===== src/rtl/intr_link_pkg.sv =====
package intr_link_pkg;
  // Strobes from control to datapath
  typedef struct packed {
    logic driveVec;   // this link holds the acknowledge
    logic retire;     // acknowledge just ended after this link served it
  } linkStrobe_t;
endpackage


===== src/rtl/intr_link_ctrl.sv =====
module intr_link_ctrl
  import intr_link_pkg::*;
(
  input  logic        clk,
  input  logic        rstN,
  input  logic        ackIn,
  input  logic        pendingReq,
  output logic        ackOut,
  output linkStrobe_t strobe
);
  logic ackSeen;
  logic heldClaim;
  logic claimNow;

  // Decision: live only in the first acknowledge cycle, frozen afterwards
  assign claimNow = ackIn & (ackSeen ? heldClaim : pendingReq);
  assign ackOut   = ackIn & ~claimNow;

  assign strobe.driveVec = claimNow;
  assign strobe.retire   = ~ackIn & ackSeen & heldClaim;

  always_ff @(posedge clk) begin
    if (!rstN) begin
      ackSeen   <= 1'b0;
      heldClaim <= 1'b0;
    end else begin
      ackSeen <= ackIn;
      if (ackIn && !ackSeen) begin
        heldClaim <= pendingReq;
      end else if (!ackIn) begin
        heldClaim <= 1'b0;
      end
    end
  end
endmodule


===== src/rtl/intr_link_dp.sv =====
module intr_link_dp
  import intr_link_pkg::*;
#(
  parameter int unsigned      VEC_W  = 8,
  parameter logic [VEC_W-1:0] VECTOR = '0
) (
  input  logic             clk,
  input  logic             rstN,
  input  logic             reqIn,
  input  linkStrobe_t      strobe,
  output logic             pendingReq,
  output logic             vecOe,
  output logic [VEC_W-1:0] vecOut
);
  logic reqPrev;
  logic reqEdge;

  assign reqEdge = reqIn & ~reqPrev;

  always_ff @(posedge clk) begin
    if (!rstN) begin
      reqPrev    <= 1'b0;
      pendingReq <= 1'b0;
    end else begin
      reqPrev    <= reqIn;
      // a fresh edge wins over retirement in the same cycle
      pendingReq <= (pendingReq & ~strobe.retire) | reqEdge;
    end
  end

  assign vecOe  = strobe.driveVec;
  assign vecOut = strobe.driveVec ? VECTOR : '0;
endmodule


===== src/rtl/intr_chain_link.sv =====
module intr_chain_link
  import intr_link_pkg::*;
#(
  parameter int unsigned      VEC_W  = 8,
  parameter logic [VEC_W-1:0] VECTOR = 8'h40
) (
  input  logic             clk,
  input  logic             rstN,
  input  logic             reqIn,
  input  logic             ackIn,
  output logic             ackOut,
  output logic             irqPullLow,
  output logic             vecOe,
  output logic [VEC_W-1:0] vecOut
);
  linkStrobe_t strobe;
  logic        pendingReq;

  intr_link_ctrl u_ctrl (
    .clk        (clk),
    .rstN       (rstN),
    .ackIn      (ackIn),
    .pendingReq (pendingReq),
    .ackOut     (ackOut),
    .strobe     (strobe)
  );

  intr_link_dp #(.VEC_W(VEC_W), .VECTOR(VECTOR)) u_dp (
    .clk        (clk),
    .rstN       (rstN),
    .reqIn      (reqIn),
    .strobe     (strobe),
    .pendingReq (pendingReq),
    .vecOe      (vecOe),
    .vecOut     (vecOut)
  );

  assign irqPullLow = pendingReq;
endmodule


===== config.mk =====
export PLATFORM = sky130hd
export DESIGN_NAME = intr_chain_link
export DESIGN_NICKNAME = d
export VERILOG_FILES = /design/src/rtl/intr_link_pkg.sv /design/src/rtl/intr_link_ctrl.sv /design/src/rtl/intr_link_dp.sv /design/src/rtl/intr_chain_link.sv
export SDC_FILE = /design/constraint.sdc
export NUM_CORES = 1
export LEC_CHECK = 0
export ABC_AREA = 1
export BUFFER_PORTS_ARGS = -buffer_cell sky130_fd_sc_hd__buf_4
export CORE_AREA = 5 5 42 44
export DETAILED_ROUTE_END_ITERATION = 12
export DIE_AREA = 0 0 47 49
export GPL_ROUTABILITY_DRIVEN = 1
export GPL_TIMING_DRIVEN = 0
export SLEW_MARGIN = 20
export SYNTH_ARGS = -nofsm -noshare
export SYNTH_HDL_FRONTEND = slang
export SYNTH_SLANG_ARGS = --single-unit

===== constraint.sdc =====
create_clock -name clk -period 1 [get_ports clk]
set_input_delay 0.2 -clock clk [delete_from_list [all_inputs] [get_ports clk]]
set_output_delay 0.2 -clock clk [all_outputs]
set_load 0.05 [all_outputs]

### Word-level counts from Yosys, hierarchy flattened

Index checks and enable logic that the tools add are counted.

* equal/unequal tests: 1
* muxes and demuxes: 4
* bitwise operators: 11
* reduce and logical (&&, ||, !) cells: 2

Operator list (count)
* 7-bit two-way mux: 1
* 1-bit AND: 6
* 1-bit inverter: 4
* 1-bit two-way mux: 3
* 2-bit by 1-bit != test with 1-bit output, second input constant: 1
* 1-bit logical AND: 1
* 1-bit zero test: 1
* 1-bit OR: 1

* flip-flop bits (word level): 4
* input bits: 4
* output and inout port bits: 11
* logic and storage cells: 22

### Depth between registers and ports, before layout

* word-level depth: 6
* gate-level depth with buffers: 4
* gate-level depth less buffers: 4

### Cells and area by module

A second synthesis with hierarchy kept.

* cells, all modules: 33
* area total of the unflattened synthesis: 234.0 um^2

Modules (own cells, without submodules)
* intr_link_dp: instances 1, cells each 19, area each 140.1 um^2, seq. area each 40.0 um^2
* intr_link_ctrl: instances 1, cells each 14, area each 93.8 um^2, seq. area each 40.0 um^2

### Worst setup path after synthesis

Ideal clock, no wire load.

* path kind: register -> output
* start: register u_dp.pendingReq
* end: output port vecOut[6]
* arrival: 1.921 ns
* data required time: 0.800 ns
* path slack: -1.121 ns
* stages on the path, launching flop included: 4
* cell sequence: dfxtp_1 nand2_2 a21oi_1 buf_4

* word-level cells in the longest chain between the ends: 3

RTL lines
* start, declared: line intr_link_dp.sv:11 `output logic pendingReq,`
* start signal, assigned: line intr_link_dp.sv:27 `pendingReq <= (pendingReq & ~strobe.retire) | reqEdge;`
* 1-bit two-way mux: line intr_link_ctrl.sv:16 `assign claimNow = ackIn & (ackSeen ? heldClaim : pendingReq);`
* 1-bit AND: line intr_link_ctrl.sv:16
* named net vecOe: line intr_chain_link.sv:13 `output logic vecOe,`
* 7-bit two-way mux: line intr_link_dp.sv:32 `assign vecOut = strobe.driveVec ? VECTOR : '0;`
* end, declared: line intr_chain_link.sv:14 `output logic [VEC_W-1:0] vecOut`

The timed path passes the listed nets, and every way through them passes these cells.

### Worst setup path in the final report

* start: register u_ctrl.ackSeen
* end: output port vecOut[6]

* word-level cells in the longest chain between the ends: 3

RTL lines
* start, declared: line intr_link_ctrl.sv:11 `logic ackSeen;`
* start signal, assigned: line intr_link_ctrl.sv:27 `ackSeen <= ackIn;`
* 1-bit two-way mux: line intr_link_ctrl.sv:16
* 1-bit AND: line intr_link_ctrl.sv:16
* 7-bit two-way mux: line intr_link_dp.sv:32

No other way between the ends.

==> metrics.md <==
| Metric | Value |
|---|---|
| Min-delay src | `reqIn` |
| Final hold vios | `0` |
| Max Freq | `0.796 GHz` |
| Antenna Nets Post-Route | `0` |
| DIE HEIGHT | `49 um` |
| Final Setup Violations | `3` |
| Startpoint types | `register` |
| Clock buffer depth | `2` |
| Worst EP arrival | `1.06 ns` |
| Chip width | `47 um` |
| Pre-antenna DRT Iters | `2` |
| Fin worst setup slack | `-0.256 ns` |
| Global-route wire length before repair | `807 um` |
| GR Overflow Total | `0` |
| Final Non-Filler Cells | `65` |
| Leak | `0.236 nW` |
| Seq/Total Area, Yosys | `0.358` |
| Final worst-path cycle share | `1.26` |
| TritonCTS Buffers | `3` |
| Synth Register Bits | `4` |
| Post-Syn Area | `224 um2` |
| Hpwl dp | `356 um` |
| Type of the most critical hold path | `in2reg` |
| Diodes inserted | `0` |
| Register share of total power | `0.296` |
| DR iter-0 viols | `2` |
| Max Slew Vio Count | `0` |
| Synth cell types | `9` |
| Max Cap Viol | `0` |
| Cts hold-fix bufs | `0` |
| Area grow syn2layout | `78.2%` |
| Final setup TNS | `-0.711 ns` |
| Core ar. | `1400 um2` |
| P per Cell Area | `1540 nW/um2` |
| Outcome | `finished with violations` |
| FF-to-FF Start | `u_ctrl.ackSeen$_SDFF_PN0_` |
| Final wirelength | `446 um` |
| Antenna violations before repair | `0` |
| Largest net degree at the start of global routing | `4` |
| Most frequent cells in the layout | `buf_4 (11), nand2_1 (7), conb_1 (7)` |
| Peak VDD IR | `0.549 mV` |
| Sw frac | `0.363` |
| Clk sinks | `4` |
| Reg clk slew, reported paths | `0.05 ns` |
| Via count | `201` |
| Initial Utilization | `0.160` |
| Failing checks | `setup timing` |
| Number of I/O port buffers | `7` |
| Commonest non-fill, non-tap cell in the layout | `buf_4` |
| Wire per inst | `6.86 um` |
| Worst-path fanout max | `3` |
| Fin crit period | `1.26 ns` |
| Worst-Skew Late Latency | `0.24 ns` |
| Number of core rows | `14` |
| Unrepaired setup endpoints after global routing | `yes` |
| Placed insts | `61` |
| DRC | `0` |
| Int Pwr | `391 uW` |
| CP startpoint | `u_ctrl.ackSeen$_SDFF_PN0_` |
| Ports | `15` |
| Global placement routability congestion | `0.627` |
| Clock power frac | `0.368` |
| NetSw | `223 uW` |
| Clock Skews | `0.00978 ns` |
| Overall Global Routing Usage | `0.0557` |
| Yosys warns | `0` |
| Vias per inst | `3.09` |
| CP Capture Type | `output pin` |
| Layout cells sized above 1 | `0.531` |
| Depth of the CTS H-tree | `1` |
| Post-CTS Setup Inserts | `0` |
| Combinational share of power | `0.336` |
| Kind of critical path | `reg2out` |
| Fin nets | `54` |
| Die area | `2300 um2` |
| Number of global-route vias before repair | `210` |
| Mapped Avg Cell Area | `7.00 um2` |
| Mapped Cells | `32` |
| WP data required | `0.80 ns` |
| CTS tree | `done` |
| Clk root buf | `clkbuf_4` |
state kept, by name, summed over array words and instances (netlist names):
| name | cells |
|---|---|
| u_dp.reqPrev | 1 |
| u_ctrl.ackSeen | 1 |
| u_dp.pendingReq | 1 |
| u_ctrl.heldClaim | 1 |
timing repair:
item | 4_1_cts | 5_1_grt
resized for setup | 8 | 1
endpoints found under the setup margin | 4 | 4
pin swaps | 2 | 0
metrics by stage:
| stage | instance area [um2] | hold slack [ns] | power, mW | setup WS (ns) | util |
|---|---|---|---|---|---|
| after floorplan | 275 | 0.311 | 0.343 | -0.303 | - |
| after global placement | 348 | 0.405 | 0.376 | -0.0812 | 0.248 |
| after CTS | 395 | 0.144 | 0.624 | -0.267 | 0.282 |
| after global routing | 399 | 0.157 | 0.656 | -0.327 | 0.285 |
| after detailed placement | 348 | 0.402 | 0.377 | -0.0864 | 0.248 |
| final | 399 | 0.157 | 0.614 | -0.256 | 0.285 |
final cells by class:
class                      count  area [um2]
tap                           16        20.0
multi-input combinational     20         113
clock buffer                   4        26.3
buffer                         8        63.8
sequential                     4        86.3
fill                         169        1000
inverter                       6        22.5
timing repair buffer           7        67.6
worst paths after layout:
check	end	slack, ns	cells after the start
min reg2reg	u_dp.pendingReq$_SDFF_PN0_	0.45	3
max	vecOut[6]	-0.26	4
max reg2reg	u_ctrl.heldClaim$_SDFFE_PN0P_	0.34	3
min	u_dp.reqPrev$_SDFF_PN0_	0.16	3
kinds of logic after synthesis:
kind of cell | synth area share
and+or+nand+nor | 0.212
AOI/OAI and AO/OA | 0.0447
buffers and inverters | 0.369
other | 0.0167
DFF | 0.358
cell usage after synthesis:
library cell | instances | share of area
buf_4 | 8 | 0.27
nand2_1 | 8 | 0.13
inv_1 | 6 | 0.10
dfxtp_1 | 4 | 0.36
a21oi_1 | 2 | 0.045
conb_1 | 1 | 0.017
nand2_2 | 1 | 0.028
nand3_1 | 1 | 0.022
nor2_2 | 1 | 0.028
worst max-delay path: stages, from the launching register on:
cell	delay (ns)
dfxtp_2	0.36
nand2_4	0.07
a21oi_4	0.16
buf_6	0.11
buf_8	0.13
power by group through the flow:
| stage | clock [mW] | combinational [mW] | sequential [mW] |
|---|---|---|---|
| 2_1_floorplan | 0 | 0.149 | 0.194 |
| 3_3_place_gp | 0 | 0.195 | 0.180 |
| 3_5_place_dp | 0 | 0.196 | 0.181 |
| 4_1_cts | 0.239 | 0.204 | 0.181 |
| 5_1_grt | 0.254 | 0.219 | 0.183 |
| 6_report | 0.226 | 0.206 | 0.182 |
metal layers:
layer  share of wire  global-route usage
met5               0                   0
met4               0              0.0691
met3           0.074              0.0443
met2            0.47              0.0588
met1            0.45              0.0573
Note: power is estimated with default switching activity, not from simulation.
